`src/rtl/l2r_pkg.sv`:
```
`timescale 1ns/1ps
// Package l2r_pkg: state encodings shared by the responder's sequencers.
// Assumes nothing beyond two small state machines.
package l2r_pkg;
    typedef enum logic [1:0] {A_IDLE, A_WAIT, A_ACK, A_HOLD} addr_st_t;
    typedef enum logic [1:0] {D_IDLE, D_GRANT, D_BEAT} data_st_t;
endpackage

```
`src/rtl/l2r_addr_seq.sv`:
```
`timescale 1ns/1ps
// Module l2r_addr_seq: address-phase sequencer. Accepts a hit transfer
// start when no address phase is in progress. It raises claim the next
// cycle and places aack either at once or after the running data tenure's
// final beat, then holds claim one more cycle.
// Assumes the tag answer is valid in the ts cycle; one waiting start max.
module l2r_addr_seq
    import l2r_pkg::*;
(
    input  logic clk,
    input  logic rst_n,
    input  logic ts,
    input  logic tag_hit,
    input  logic data_idle,
    input  logic data_last,
    output logic claim,
    output logic aack,
    output logic take_now,
    output logic take_defer,
    output logic pend_go
);
    addr_st_t st, st_nx;
    logic     accept;
    logic     free;

    // Decide whether a start is taken and whether its acknowledge can go at once.
    always_comb begin
        accept     = ts && tag_hit && (st == A_IDLE);
        free       = data_idle || data_last;
        take_now   = accept && free;
        take_defer = accept && !free;
        pend_go    = (st == A_WAIT) && data_last;
    end

    // Next-state selection for the address phase.
    always_comb begin
        st_nx = st;
        case (st)
            A_IDLE:  if (take_now) st_nx = A_ACK;
                     else if (take_defer) st_nx = A_WAIT;
            A_WAIT:  if (data_last) st_nx = A_ACK;
            A_ACK:   st_nx = A_HOLD;
            default: st_nx = A_IDLE;
        endcase
    end

    // State register with synchronous reset.
    always_ff @(posedge clk) begin
        if (!rst_n) st <= A_IDLE;
        else        st <= st_nx;
    end

    // Output decode from the registered state.
    always_comb begin
        claim = (st != A_IDLE);
        aack  = (st == A_ACK);
    end


    claim_after_hit_chk: assert property (@(posedge clk) disable iff (!rst_n)
        (ts && tag_hit && !claim) |=> claim);

    claim_hold_chk: assert property (@(posedge clk) disable iff (!rst_n)
        aack |=> (claim && !aack));

    aack_prompt_chk: assert property (@(posedge clk) disable iff (!rst_n)
        (ts && tag_hit && !claim && data_idle) |=> aack);

    aack_defer_chk: assert property (@(posedge clk) disable iff (!rst_n)
        (ts && tag_hit && !claim && !data_idle && !data_last) |=> (claim && !aack));

    miss_quiet_chk: assert property (@(posedge clk) disable iff (!rst_n)
        (ts && !tag_hit && !claim) |=> !claim);
endmodule

```
`src/rtl/l2r_data_seq.sv`:
```
`timescale 1ns/1ps
// Module l2r_data_seq: data-phase sequencer. Holds the running and the
// waiting transaction and waits for a qualified grant. It then issues
// BEATS consecutive beats, starting at the critical beat and wrapping
// inside the line.
// Assumes BEATS is a power of two and at most one transaction waits.
module l2r_data_seq
    import l2r_pkg::*;
#(
    parameter int BLK_W  = 27,
    parameter int BEATS  = 4,
    localparam int BEAT_W = $clog2(BEATS)
) (
    input  logic              clk,
    input  logic              rst_n,
    input  logic              take_now,
    input  logic              take_defer,
    input  logic              pend_go,
    input  logic              dbg_q,
    input  logic              wr_in,
    input  logic [BLK_W-1:0]  blk_in,
    input  logic [BEAT_W-1:0] crit_in,
    output logic              ta,
    output logic              cur_wr,
    output logic [BLK_W-1:0]  cur_blk,
    output logic [BEAT_W-1:0] beat,
    output logic              data_idle,
    output logic              data_last
);
    localparam logic [BEAT_W-1:0] LAST_CNT = BEAT_W'(BEATS - 1);

    data_st_t          st;
    logic [BEAT_W-1:0] cnt;
    logic              pend_wr;
    logic [BLK_W-1:0]  pend_blk;
    logic [BEAT_W-1:0] pend_crit;

    // Status decode used by the address sequencer and the outputs.
    always_comb begin
        ta        = (st == D_BEAT);
        data_idle = (st == D_IDLE);
        data_last = (st == D_BEAT) && (cnt == LAST_CNT);
    end

    // Load, grant wait and beat counting for the active tenure.
    always_ff @(posedge clk) begin
        if (!rst_n) begin
            st      <= D_IDLE;
            cnt     <= '0;
            beat    <= '0;
            cur_wr  <= 1'b0;
            cur_blk <= '0;
        end else if (take_now) begin
            st      <= dbg_q ? D_BEAT : D_GRANT;
            cnt     <= '0;
            beat    <= crit_in;
            cur_wr  <= wr_in;
            cur_blk <= blk_in;
        end else if (pend_go) begin
            st      <= D_GRANT;
            cnt     <= '0;
            beat    <= pend_crit;
            cur_wr  <= pend_wr;
            cur_blk <= pend_blk;
        end else begin
            case (st)
                D_GRANT: if (dbg_q) st <= D_BEAT;
                D_BEAT: begin
                    cnt  <= cnt + 1'b1;
                    beat <= beat + 1'b1;
                    if (cnt == LAST_CNT) st <= D_IDLE;
                end
                default: st <= D_IDLE;
            endcase
        end
    end

    // Capture of a start whose acknowledge must wait for the running tenure.
    always_ff @(posedge clk) begin
        if (!rst_n) begin
            pend_wr   <= 1'b0;
            pend_blk  <= '0;
            pend_crit <= '0;
        end else if (take_defer) begin
            pend_wr   <= wr_in;
            pend_blk  <= blk_in;
            pend_crit <= crit_in;
        end
    end


    grant_now_chk: assert property (@(posedge clk) disable iff (!rst_n)
        (take_now && dbg_q) |=> (ta && beat == $past(crit_in)));

    grant_wait_chk: assert property (@(posedge clk) disable iff (!rst_n)
        (st == D_GRANT && !dbg_q && !take_now && !pend_go) |=> !ta);

    beat_run_chk: assert property (@(posedge clk) disable iff (!rst_n)
        (ta && !data_last) |=> (ta && cur_blk == $past(cur_blk)));
endmodule

```
`src/rtl/l2_hit_responder.sv`:
```
`timescale 1ns/1ps
// Module l2_hit_responder: top of the secondary-cache hit responder. Splits
// the doubleword address into line and critical beat, joins the address-
// and data-phase sequencers, and routes read data to the bus and write
// data to the data RAM during the cache's own beats.
// Assumes a combinational RAM read port and a 64-bit, four-beat burst.
module l2_hit_responder
    import l2r_pkg::*;
#(
    parameter int ADDR_W = 32,
    parameter int DATA_W = 64,
    parameter int BEATS  = 4,
    localparam int OFF_W  = $clog2(DATA_W / 8),
    localparam int DW_W   = ADDR_W - OFF_W,
    localparam int BEAT_W = $clog2(BEATS),
    localparam int BLK_W  = DW_W - BEAT_W
) (
    input  logic              clk,
    input  logic              rst_n,
    input  logic              ts,
    input  logic [DW_W-1:0]   dw_addr,
    input  logic              is_write,
    input  logic              tag_hit,
    input  logic              dbg_q,
    output logic              claim,
    output logic              aack,
    output logic              ta,
    output logic              dbb_out,
    output logic              dbb_oe,
    output logic [DATA_W-1:0] data_out,
    output logic              data_oe,
    input  logic [DATA_W-1:0] data_in,
    output logic [DW_W-1:0]   ram_rd_addr,
    input  logic [DATA_W-1:0] ram_rd_data,
    output logic              ram_wr_en,
    output logic [DW_W-1:0]   ram_wr_addr,
    output logic [DATA_W-1:0] ram_wr_data
);
    logic              take_now, take_defer, pend_go;
    logic              data_idle, data_last;
    logic              cur_wr;
    logic [BLK_W-1:0]  cur_blk;
    logic [BEAT_W-1:0] beat;

    l2r_addr_seq u_addr (
        .clk        (clk),
        .rst_n      (rst_n),
        .ts         (ts),
        .tag_hit    (tag_hit),
        .data_idle  (data_idle),
        .data_last  (data_last),
        .claim      (claim),
        .aack       (aack),
        .take_now   (take_now),
        .take_defer (take_defer),
        .pend_go    (pend_go)
    );

    l2r_data_seq #(.BLK_W(BLK_W), .BEATS(BEATS)) u_data (
        .clk        (clk),
        .rst_n      (rst_n),
        .take_now   (take_now),
        .take_defer (take_defer),
        .pend_go    (pend_go),
        .dbg_q      (dbg_q),
        .wr_in      (is_write),
        .blk_in     (dw_addr[DW_W-1:BEAT_W]),
        .crit_in    (dw_addr[BEAT_W-1:0]),
        .ta         (ta),
        .cur_wr     (cur_wr),
        .cur_blk    (cur_blk),
        .beat       (beat),
        .data_idle  (data_idle),
        .data_last  (data_last)
    );

    // Bus drive and RAM strobes limited to the cache's own beats.
    always_comb begin
        ram_rd_addr = {cur_blk, beat};
        ram_wr_addr = {cur_blk, beat};
        ram_wr_data = data_in;
        ram_wr_en   = ta && cur_wr;
        data_oe     = ta && !cur_wr;
        dbb_oe      = ta && !cur_wr;
        dbb_out     = ta;
        data_out    = ram_rd_data;
    end


    read_drive_chk: assert property (@(posedge clk) disable iff (!rst_n)
        data_oe |-> (ta && dbb_oe && !ram_wr_en));

    write_nodrive_chk: assert property (@(posedge clk) disable iff (!rst_n)
        ram_wr_en |-> (!data_oe && !dbb_oe && ta));

    quiet_idle_chk: assert property (@(posedge clk) disable iff (!rst_n)
        !ta |-> (!data_oe && !dbb_oe && !ram_wr_en && !dbb_out));

    aack_claimed_chk: assert property (@(posedge clk) disable iff (!rst_n)
        aack |-> claim);
endmodule

```
`config.mk`:
```
export PLATFORM = sky130hd
export DESIGN_NAME = l2_hit_responder
export DESIGN_NICKNAME = d
export VERILOG_FILES = /design/src/rtl/l2r_pkg.sv /design/src/rtl/l2r_addr_seq.sv /design/src/rtl/l2r_data_seq.sv /design/src/rtl/l2_hit_responder.sv
export SDC_FILE = /design/constraint.sdc
export NUM_CORES = 1
export LEC_CHECK = 0
export ABC_AREA = 1
export BUFFER_PORTS_ARGS = -buffer_cell sky130_fd_sc_hd__buf_2
export CAP_MARGIN = 20
export CORE_AREA = 2 2 136 138
export CTS_CLUSTER_DIAMETER = 150
export DETAILED_ROUTE_END_ITERATION = 10
export DIE_AREA = 0 0 138 140
export PLACE_DENSITY = 0.54
export SETUP_SLACK_MARGIN = 0.5
export SYNTH_ARGS = -nofsm -noshare
export SYNTH_HDL_FRONTEND = slang
export SYNTH_SLANG_ARGS = --single-unit
```
`constraint.sdc`:
```
create_clock -name clk -period 2.3 [get_ports clk]
set_clock_uncertainty 0.15 [all_clocks]
set_input_delay 0.23 -clock clk [delete_from_list [all_inputs] [get_ports clk]]
set_output_delay 0.23 -clock clk [all_outputs]
set_load 0.01 [all_outputs]
```
==> results of run 1 <==
## routing by layer
metal | part of all wire [%] | global-route usage [%] | vias up
met1 | 42 | 13.39 | 1482
li1 | - | - | 1665
met2 | 44 | 18.24 | 129
met4 | 5.9 | 7.841 | 0
met3 | 8.2 | 4.479 | 71
met5 | 0 | 0 | -
## worst paths after layout
| check | start | to | slack [ps] |
|---|---|---|---|
| worst max-delay path | u_addr.st[0] | u_data.beat[1] | 600 |
| worst min-delay path | dw_addr[0] | u_data.pend_crit[0] | 20 |
| worst max register to register | u_addr.st[0] | u_data.beat[1] | 600 |
| worst min register to register | u_data.cur_blk[9] | u_data.cur_blk[9] | 310 |
## stage by stage
| step | setup slack, ps | power [W] | util [%] |
|---|---|---|---|
| 2_1_floorplan | 633.6 | 0.002267 | - |
| 5_1_grt | 474.3 | 0.004140 | 25.40 |
| 3_5_place_dp | 271.3 | 0.002367 | 21.39 |
| 6_report | 597.8 | 0.003899 | 25.40 |
| 3_3_place_gp | 397.6 | 0.002374 | 21.39 |
| 4_1_cts | 488.8 | 0.003922 | 24.95 |
## state kept, by name, summed over array words and instances, names as in the netlist
| name | cells |
|---|---|
| u_data.pend_crit | 2 |
| u_data.pend_blk | 27 |
| u_data.beat | 2 |
| u_data.cnt | 2 |
| u_data.cur_wr | 1 |
| u_data.cur_blk | 27 |
| u_data.st | 2 |
| u_addr.st | 2 |
| u_data.pend_wr | 1 |
## cells by family after synthesis
group	Yosys count	share of synthesized area, %
fa+ha+maj	5	1.498
simple gates	257	26.91
buf+inv	226	35.00
xor+xnor	2	0.4196
flops	66	31.65
compound gates	37	4.525
## power by group through the flow
| stage | sequential, W | combinational (W) | clock, W |
|---|---|---|---|
| 2_1_floorplan | 0.00140 | 0.000863 | 0 |
| 3_3_place_gp | 0.00139 | 0.000984 | 0 |
| 3_5_place_dp | 0.00139 | 0.000973 | 0 |
| 4_1_cts | 0.00137 | 0.00104 | 0.00151 |
| 5_1_grt | 0.00140 | 0.00118 | 0.00156 |
| 6_report | 0.00137 | 0.00106 | 0.00146 |
## layout make-up
cell class / count / area [sq um] / share of cell area (%)
Inverter: 40 / 150.1 / 3.324
Tap cell: 229 / 286.5 / 6.343
Clock inverter: 5 / 78.83 / 1.745
Clock buffer: 11 / 232.7 / 5.152
Sequential cell: 66 / 1324 / 29.31
Timing Repair Buffer: 148 / 979.7 / 21.69
Multi-Input combinational cell: 301 / 1465 / 32.44
## cell usage in the layout (no fill, tap or decap), types with 16 or more instances in the layout
cell type,Yosys,final
nand3_1,49,49
inv_1,38,37
buf_2,10,99
dfxtp_1,66,64
nor2_1,76,73
nand4_1,25,25
buf_4,160,16
o21ai_0,31,31
dlygate4sd3_1,0,27
nand2_1,98,97
## worst max-delay path, stage by stage (launching register included)
cell and delay [ps]:
dfxtp_1 330, inv_1 120, ha_2 240, nand3_4 110, inv_2 90, nand2_4 100, buf_4 160, nand2_1 80
nand3_1 80, nor2_1 100, nor2_1 50
## what timing repair did
action                                  in CTS  in global routing
endpoints found under the hold margin       27                  0
setup buffers                                5                  2
hold buffers                                27                  0
gates resized for setup                      3                 16
endpoints found under the setup margin      29                 67
pin swaps                                    2                  1
==> impl_summary.txt, run 1 <==
----------------------------------------------------
[Timing]
  Setup repair after global routing missed its margin ... true
  Final hold viol count ... 0
  Relative slew margins ... 78.14%
  Slew at the pin closest to its max-slew limit ... 327.1 ps
  Setup TNS ... 0 ps
  Maximum clock frequency ... 587.5 MHz
  Clock period minus worst slack ... 1702 ps
  Period Utilization, post-route ... about three quarters
  Final count of negative-setup-slack endpoints ... 0
  Final max-slew violation count ... 0
  Worst-case hold slack ... 17.55 ps

[Global route]
  Wire length of the first global-routing pass ... 17,510 um
  All-layer global routing usage ... 11.72%
  Pin count of the biggest net entering global routing ... 31
  Global route overflow ... 0
  Vias in the first global route ... 3,198
  Initial antenna violation count ... 0

[Routing]
  Initial detailed-routing violation count ... 115
  Total DRC errors in the routed layout ... 0
  Vias per inst ... 4.184
  Antenna violation net count after detailed routing ... 0
  Vias ... roughly 3,300
  DRT Pass-1 Iters ... 4
  Wire length after detailed routing ... around 11,000 um
  Avg WL per Cell ... 14.33 um

[Worst setup path]
  WP data arrival ... approximately 1800 ps
  Data required time at the worst endpoint ... 2380 ps
  Critical Path End Type ... register
  Critical setup path kind ... reg2reg
  Peak fanout along the critical path ... 7
  Critical Path Start Type ... register
  Worst-case reg-to-reg path depth ... 10

[Worst hold path]
  Hold WC Path Type ... in2reg
  Worst hold stages ... 3

[Place]
  Cell count after placement ... 750
  Last weighted congestion value of the routability-driven placer ... 0.7325
  Detail Placement HPWL ... 7922 um
  # port buffers ... 99
  Cell area after placement ... 3804 sq um

[Clocking]
  # clock sinks ... 66
  Root cell of the clock tree ... clkbuf_16
  Inserted Clock Buffers ... 9
  Maximum root-to-sink buffer count ... 2
  TritonCTS clock tree ... yes
  Clock transition at the register clock pins on the worst setup and hold paths after CTS ... roughly 60 ps
  H-tree level count ... 3
  Clock Latency Late Sink ... 330 ps

[Synth]
  Synth warn ... 0
  Most repeated cell in the gate-level netlist after synthesis ... buf_4
  Mapped Area ... 4175 sq um
  Area leader, netlist ... dfxtp_1
  Register area share after synthesis ... 31.65%
  Post-synthesis cell type count ... 25
  Syn Inst Count ... a little under 600
  Leading post-synthesis cells by cell area ... dfxtp_1, buf_4, nand2_1
  Commonest register cell after synthesis ... dfxtp_1
  Async set or reset register ratio after synthesis ... 0%
  Flip-flop and latch count after synthesis ... 66
  Area fraction of the dominant cell type after synthesis ... 31.65%
  Net count after synthesis ... roughly 760
  Synth top cells by count ... buf_4, nand2_1, nor2_1, dfxtp_1, nand3_1
  Avg Inst Size Synth ... about 7 sq um
  Post-synth EDFFs ... 0

[Status]
  Run status ... finished, final reports clean

[Pwr]
  Portion of total power attributed to combinational logic ... a little over a quarter
  Max rail drop VDD ... 333.8 uV
  Switching part of the total ... 32.00%
  Reg power frac ... 35.3%
  Net Sw Power ... roughly 0.0012 W
  Clock share of power ... 37.5%
  Leakage dissipation ... 2.355 nW
  Internal power component ... 0.002652 W
  Power density over cell area ... 863.3 nW/um^2

[Floorplan]
  Core area ... 17,780 sq um
  Vertical die dimension ... 140 um
  Effective utilization at floorplan ... 23.48%
  Number of top-level design ports ... ~360
  Number of core rows ... between 40 and 50
  Overall die area ... ~19,000 sq um
  X dimension of the die ... about 140 um

[Cells and area]
  Fraction of layout instances using a drive strength above 1 ... between 20% and 30%
  Filler cell count in the final layout ... around 2,000
  Cell area after layout ... 4517 sq um
  Area growth syn-to-layout ... 8.181%
  Non-filler cells, final ... 800
  Antenna diode count ... 0
  Nets ... ~730

[Run]
  Max_cap viols ... 0

----------------------------------------------------
(Power assumes the default switching activity.)
==> inputs of run 2 (changes only) <==
==> constraint.sdc (replaced) <==
create_clock -name clk -period 1.71 [get_ports clk]
set_clock_uncertainty 0.15 [all_clocks]
set_input_delay 0.171 -clock clk [delete_from_list [all_inputs] [get_ports clk]]
set_output_delay 0.171 -clock clk [all_outputs]
set_load 0.01 [all_outputs]
==> run 2 against run 1 <==
Effect of this change:
- largest cell class unchanged
- maximum frequency increased by 6.1%
- die area did not move
- via count increased by 3.8%
- non-clock buffer count increased by 25
- worst setup slack lost 490 ps
- hold slack improved by 22 ps
==> impl_summary.txt, run 2 (synthesis results as in run 1) <==
----------------------------------------------------
[Routing]
  Total DRC errors in the routed layout ... 0 (unchanged)
  DRT Pass-1 Iters ... 4 (unchanged)
  Avg WL per Cell ... 14.67 um (+2.4%)
  Initial detailed-routing violation count ... 171 (+49%)
  Vias ... 3,475 (+3.8%)
  Antenna violation net count after detailed routing ... 0 (unchanged)
  Vias per inst ... 4.212 (+0.68%)
  Wire length after detailed routing ... 12,110 um (+5.6%)

[Global route]
  Initial antenna violation count ... 0 (unchanged)
  Global route overflow ... 0 (unchanged)
  Wire length of the first global-routing pass ... 18,340 um (+4.7%)
  Pin count of the biggest net entering global routing ... 33 (+6.5%)
  Vias in the first global route ... 3,303 (+3.3%)
  All-layer global routing usage ... 12.22% (+0.51 points)

[Worst setup path]
  WP data arrival ... 1680 ps (-100 ps)
  Data required time at the worst endpoint ... 1790 ps (-590 ps)
  Critical Path End Type ... register
  Register-to-register setup slack ... 110 ps (-490 ps)
  Critical Path Start Type ... register
  Startpoint of the worst setup timing path ... u_data.cnt[1]
  Worst-case reg-to-reg path depth ... 9 (-1)
  Reg-to-reg startpoint ... u_data.cnt[1]
  Critical setup path kind ... reg2reg
  FF-to-FF End ... u_data.cur_blk[9]
  Peak fanout along the critical path ... 7 (unchanged)

[Clocking]
  Clock transition at the register clock pins on the worst setup and hold paths after CTS ... 60 ps (about the same)
  Maximum root-to-sink buffer count ... 2 (unchanged)
  Clock Latency Late Sink ... 340 ps (about the same)
  Root cell of the clock tree ... clkbuf_16
  # clock sinks ... 66 (unchanged)
  H-tree level count ... 3 (unchanged)
  Inserted Clock Buffers ... 9 (unchanged)
  TritonCTS clock tree ... yes

[Worst hold path]
  Worst hold stages ... 3 (unchanged)
  Hold path startpoint ... rst_n
  End point of the worst hold path ... u_data.st[1]
  Hold WC Path Type ... in2reg

[Place]
  Detail Placement HPWL ... 8203 um (+3.5%)
  Last weighted congestion value of the routability-driven placer ... 0.7790 (+6.3%)
  Placement Setup Slack ... 40.35 ps (-230.9 ps)
  # port buffers ... 99 (unchanged)

[Pwr]
  Max rail drop VDD ... 529.8 uV (+59%)
  Internal power component ... 0.003922 W (+48%)
  Leakage dissipation ... 2.571 nW (+9.2%)
  Portion of total power attributed to combinational logic ... 32.4% (+5.1 points)
  Net Sw Power ... 0.001864 W (+49%)
  Power Total ... 0.005786 W (+48%)
  Switching part of the total ... 32.22% (+0.22 points)
  Power density over cell area ... 1101 nW/um^2 (+28%)
  Reg power frac ... 32.7% (-2.6 points)
  Clock share of power ... 34.9% (-2.6 points)

[Timing]
  Period Utilization, post-route ... 93.84% (+20 points)
  Final hold viol count ... 0 (unchanged)
  Setup ws final ... 105.3 ps (-492.6 ps)
  Maximum clock frequency ... 623.2 MHz (+6.1%)
  Final max-slew violation count ... 0 (unchanged)
  Relative slew margins ... 73.74% (-4.4 points)
  Setup repair after global routing missed its margin ... true
  Slew at the pin closest to its max-slew limit ... 393.9 ps (+66.75 ps)
  Final count of negative-setup-slack endpoints ... 0 (unchanged)
  Clock period minus worst slack ... 1605 ps (-97.45 ps)
  Setup TNS ... 0 ps (unchanged)
  Worst-case hold slack ... 39.55 ps (+22.01 ps)

[Floorplan]
  Number of top-level design ports ... 356 (unchanged)
  Vertical die dimension ... 140 um (unchanged)
  Core area ... 17,780 sq um (unchanged)
  Number of core rows ... 49 (unchanged)
  X dimension of the die ... 138 um (unchanged)
  Overall die area ... 19,320 sq um (unchanged)
  Effective utilization at floorplan ... 23.48% (unchanged)

[Run]
  Max_cap viols ... 0 (unchanged)

[Cells and area]
  Nets ... 759 (+3.4%)
  Antenna diode count ... 0 (unchanged)
  Biggest regs ... u_data.cur_blk (27), u_data.pend_blk (27)
  Final standard cell utilization of the core ... 29.56% (+4.2 points)
  Most used cells in the layout excluding fill and tap cells ... nand2_1, buf_2, nor2_1, dfxtp_1, nand3_1
  Filler cell count in the final layout ... 1,899 (-5.4%)
  Area growth syn-to-layout ... 25.89%
  Fraction of layout instances using a drive strength above 1 ... 41.95% (+15 points)
  Most common cell after layout, fill and taps aside ... nand2_1

[Status]
  Run status ... finished, final reports clean

----------------------------------------------------
-- run 2: cell count changes in the layout (fill, tap and decap cells not counted), sizes merged --
cell         change
clkinv           -1
clkinvlp         +1
dlygate4sd3      +4
clkbuf           +1
buf             +20
-- run 2: worst max path at each step --
stage                    endpoint  slack, ps  depth (start not counted)
2_1_floorplan  u_data.cur_blk[13]        260                         10
3_3_place_gp    u_data.cur_blk[5]         50                         11
3_5_place_dp   u_data.pend_blk[2]         40                          8
4_1_cts         u_data.cur_blk[4]        130                          9
5_1_grt         u_data.cur_blk[5]         20                          9
6_report        u_data.cur_blk[9]        110                          9
-- run 2: cell type report --
cell class                      count  area [sq um]  share of cell area (%)
Clock buffer                       11         242.7                   4.618
Clock inverter                      5         77.57                   1.476
Inverter                           40         170.2                   3.237
Multi-Input combinational cell    301          1759                   33.47
Sequential cell                    66          1360                   25.87
Tap cell                          229         286.5                   5.451
Timing Repair Buffer              173          1360                   25.87
-- run 2: power groups by stage --
stage	Clock, W	Sequential (W)	Combinational (W)
floorplan	0	0.00191	0.00128
global placement	0	0.00190	0.00139
detailed placement	0	0.00190	0.00139
CTS	0.00209	0.00188	0.00178
global route	0.00217	0.00192	0.00204
finish	0.00202	0.00189	0.00188
-- run 2: through the flow --
stage	instances	instance area (sq um)
floorplan	593	4357
global placement	754	3945
detailed placement	754	3945
CTS	822	5007
global route	825	5256
finish	825	5256
-- run 2: critical path, stage by stage (launching register included) --
cell and delay, ps:
dfxtp_2 350, ha_4 170, inv_4 50, a21oi_4 210
nand2_4 140, nand2_2 140, nor2_4 60, buf_12 130
nand2_1 50, nand2_1 50
-- run 2: per-layer routing --
layer	vias to the layer above	wire, um	share of wire (%)	global-route usage (%)
li1	1721	-	-	-
met1	1553	5255	43	14.49
met2	124	5406	45	18.94
met3	77	740	6.1	3.795
met4	0	702	5.8	8.378
met5	-	0	0	0
-- run 2: what timing repair did --
action / CTS / global route
cloned: 2 / 1
setup buffers: 19 / 2
pin swaps: 5 / 4
resized for setup: 70 / 69
hold endpoints to repair: 52 / 0
endpoints found under the setup margin: 83 / 93
hold buffers: 31 / 0
==> inputs of run 3 (changes only) <==
--- a/config.mk
+++ b/config.mk
@@ -5,14 +5,13 @@
 export SDC_FILE = /design/constraint.sdc
 export NUM_CORES = 1
 export LEC_CHECK = 0
-export ABC_AREA = 1
 export BUFFER_PORTS_ARGS = -buffer_cell sky130_fd_sc_hd__buf_2
 export CAP_MARGIN = 20
-export CORE_AREA = 2 2 136 138
+export CORE_AREA = 2 2 137 139
 export CTS_CLUSTER_DIAMETER = 150
 export DETAILED_ROUTE_END_ITERATION = 10
-export DIE_AREA = 0 0 138 140
-export PLACE_DENSITY = 0.54
+export DIE_AREA = 0 0 139 141
+export PLACE_DENSITY = 0.52
 export SETUP_SLACK_MARGIN = 0.5
 export SYNTH_ARGS = -nofsm -noshare
 export SYNTH_HDL_FRONTEND = slang
==> run 3 against run 2 <==
Effect of this change:
- area after synthesis shrank 4.3%
- design area shrank 3.0%
- worst setup slack lost 75 ps
- critical path depth is the same
- largest cell class unchanged
- critical endpoint is now u_data.pend_blk[12]
- non-clock buffer count shrank 5
- final cell count shrank 9.7%
- first-iteration DRC count shrank 56%
- total power shrank 2.2%
==> impl_summary.txt, run 3 <==
----------------------------------------------------
[Status]
  Run status ... finished, final reports clean

[Floorplan]
  Number of top-level design ports ... 356 (unchanged)
  Overall die area ... 19,600 sq um (+1.4%)
  Core area ... 18,270 sq um (+2.7%)
  Effective utilization at floorplan ... 21.87% (-1.6 points)
  Vertical die dimension ... 141 um (+0.71%)
  X dimension of the die ... 139 um (+0.72%)
  Number of core rows ... 50 (+2.0%)

[Routing]
  Avg WL per Cell ... 15.50 um (+5.6%)
  DRT Pass-1 Iters ... 6 (+2)
  Initial detailed-routing violation count ... 76 (-56%)
  Wire length after detailed routing ... 11,550 um (-4.6%)
  Vias per inst ... 4.244 (+0.76%)
  Antenna violation net count after detailed routing ... 0 (unchanged)
  Total DRC errors in the routed layout ... 0 (unchanged)
  Vias ... 3,162 (-9.0%)

[Pwr]
  Portion of total power attributed to combinational logic ... 33.9% (+1.5 points)
  Power Total ... 0.005661 W (-2.2%)
  Reg power frac ... 34.8% (+2.1 points)
  Internal power component ... 0.003844 W (-2.0%)
  Switching part of the total ... 32.10% (-0.12 points)
  Leakage dissipation ... 2.009 nW (-22%)
  Clock share of power ... 31.3% (-3.6 points)
  Net Sw Power ... 0.001817 W (-2.5%)
  Power density over cell area ... 1111 nW/um^2 (+0.89%)
  Max rail drop VDD ... 439.2 uV (-17%)

[Worst setup path]
  Max incr delay on CP ... 370 ps (+20 ps)
  WP data arrival ... 1740 ps (+60 ps)
  Critical setup path kind ... reg2reg
  Cell with the largest stage delay on the worst path ... dfxtp_4
  Critical Path End Type ... register
  CP most frequent cell ... buf_12
  Cell-by-cell listing of the critical path ... inv_4 -> ha_4 -> nand3_4 -> buf_6 -> a21o_4 -> buf_12 -> buf_12 -> nand2_2 -> a21oi_2
  Critical Path Start Type ... register
  Peak fanout along the critical path ... 7 (unchanged)
  Data required time at the worst endpoint ... 1770 ps (-20 ps)

[Cells and area]
  Biggest regs ... u_data.cur_blk (27), u_data.pend_blk (27)
  Area growth syn-to-layout ... 27.59%
  Most common cell after layout, fill and taps aside ... buf_2
  Cell area after layout ... 5097 sq um (-3.0%)
  Nets ... 673 (-11%)
  Non-filler cells, final ... 745 (-9.7%)
  Fraction of layout instances using a drive strength above 1 ... 49.61% (+7.7 points)
  Most used cells in the layout excluding fill and tap cells ... buf_2, nand2_1, dfxtp_1, nor2_1, dlygate4sd3_1
  Filler cell count in the final layout ... 1,967 (+3.6%)

[Clocking]
  Maximum root-to-sink buffer count ... 2 (unchanged)
  H-tree level count ... 3 (unchanged)
  Clock transition at the register clock pins on the worst setup and hold paths after CTS ... 50 ps (about the same)
  # clock sinks ... 66 (unchanged)
  TritonCTS clock tree ... yes
  Clock Latency Late Sink ... 330 ps (about the same)
  Inserted Clock Buffers ... 9 (unchanged)
  Root cell of the clock tree ... clkbuf_16

[Timing]
  Clock period minus worst slack ... 1680 ps (+74.93 ps)
  Setup ws final ... 30.34 ps (-74.93 ps)
  Slew at the pin closest to its max-slew limit ... 295.2 ps (-98.66 ps)
  Worst-case hold slack ... 37.30 ps (-2.252 ps)
  Maximum clock frequency ... 595.4 MHz (-4.5%)
  Final count of negative-setup-slack endpoints ... 0 (unchanged)
  Setup repair after global routing missed its margin ... true
  Final max-slew violation count ... 0 (unchanged)
  Final hold viol count ... 0 (unchanged)
  Period Utilization, post-route ... 98.23% (+4.4 points)
  Relative slew margins ... 80.32% (+6.6 points)

[Synth]
  Avg Inst Size Synth ... 7.818 sq um (+11%)
  Area leader, netlist ... dfxtp_1
  Register area share after synthesis ... 33.07% (+1.4 points)
  Commonest register cell after synthesis ... dfxtp_1
  Syn Inst Count ... 511 (-14%)
  Synth top cells by count ... buf_4, nand2_1, dfxtp_1, a21oi_1, nor2_1
  Leading post-synthesis cells by cell area ... dfxtp_1, buf_4, nand2_1
  Async set or reset register ratio after synthesis ... 0% (unchanged)
  Most repeated cell in the gate-level netlist after synthesis ... buf_4
  Net count after synthesis ... 679 (-11%)
  Mapped Area ... 3995 sq um (-4.3%)
  Post-synthesis cell type count ... 36 (+44%)
  Flip-flop and latch count after synthesis ... 66 (unchanged)
  Synth warn ... 0 (unchanged)
  Area fraction of the dominant cell type after synthesis ... 33.07% (+1.4 points)
  Post-synth EDFFs ... 0 (unchanged)

[Worst hold path]
  Hold WC Path Type ... in2reg

[Global route]
  Vias in the first global route ... 3,065 (-7.2%)
  Global route overflow ... 0 (unchanged)
  Initial antenna violation count ... 1 (+1)
  All-layer global routing usage ... 11.39% (-0.83 points)
  Pin count of the biggest net entering global routing ... 46 (+39%)
  Wire length of the first global-routing pass ... 17,080 um (-6.8%)

[Place]
  Last weighted congestion value of the routability-driven placer ... 0.6992 (-10%)
  Placement Setup Slack ... 2.034 ps (-38.31 ps)
  Cell area after placement ... 3739 sq um (-5.2%)
  Detail Placement HPWL ... 7005 um (-15%)
  Cell count after placement ... 674 (-11%)
  # port buffers ... 99 (unchanged)

[Run]
  Max_cap viols ... 0 (unchanged)

----------------------------------------------------
-- run 3: power groups by stage --
stage / sequential, W / combinational [W] / clock [W]
6_report: 0.00197 / 0.00192 / 0.00177
5_1_grt: 0.00200 / 0.00209 / 0.00191
4_1_cts: 0.00196 / 0.00181 / 0.00184
3_5_place_dp: 0.00197 / 0.00144 / 0
3_3_place_gp: 0.00197 / 0.00144 / 0
2_1_floorplan: 0.00200 / 0.00129 / 0
-- run 3: path summary, 6_finish.rpt --
path                                    startpoint  slack (ps)                   to  cells after the start
worst min-delay path                         rst_n          40         u_addr.st[1]                      3
worst max-delay path                  u_addr.st[0]          30  u_data.pend_blk[12]                      9
worst max register to register        u_addr.st[0]          30  u_data.pend_blk[12]                      9
worst min register to register  u_data.pend_blk[3]         310   u_data.pend_blk[3]                      2
-- run 3: critical path: cells and delay by family, from the launching register on --
family	cells	cell delay, ps
adder cells (fa/ha/maj)	1	140
flip-flops	1	370
AO/OA/AOI/OAI	2	280
AND/OR/NAND/NOR	2	140
buffers and inverters	4	480
-- run 3: logic make-up (layout without fill, tap and decap cells) --
kind of cell / count (synthesis) / in the layout / share of synthesized area (%)
buf+inv: 192 / 191 / 34.23
other cells: 0 / 1 / 0
fa+ha+maj: 5 / 5 / 1.566
flops: 66 / 66 / 33.07
compound gates: 75 / 75 / 13.09
mux: 2 / 2 / 0.5324
simple gates: 171 / 171 / 17.51
-- run 3: area by class of cell --
cell class | count | area, sq um | share of cell area [%]
Antenna cell | 1 | 2.502 | 0.04909
Clock buffer | 14 | 274.0 | 5.376
Clock inverter | 2 | 10.01 | 0.1964
Inverter | 7 | 33.78 | 0.6627
Multi-Input combinational cell | 253 | 1728 | 33.90
Sequential cell | 66 | 1356 | 26.61
Tap cell | 234 | 292.8 | 5.744
Timing Repair Buffer | 168 | 1400 | 27.47
-- run 3: what timing repair did --
| item | in CTS | in global routing |
|---|---|---|
| resized for setup | 75 | 50 |
| buffers inserted | 12 | 5 |
| gates cloned | 3 | 1 |
| pin swaps | 47 | 11 |
| setup endpoints to repair | 86 | 87 |
| hold endpoints to repair | 59 | 0 |
| hold buffers | 33 | 0 |
-- run 3: per-stage QoR --
stage                     TNS, ps  util (%)
after floorplan                 0         -
after global placement          0     20.47
after detailed placement        0     20.47
after CTS                       0     26.37
after global routing       -15.90     27.89
final                           0     27.90
-- run 3: metal layers --
layer  GRT usage (%)  wire (um)  up-vias
met5               0          0        -
met4           7.815        586        0
met3           4.823        890       71
met2           18.05       5359      142
met1           12.41       4711     1437
li1                -          -     1512
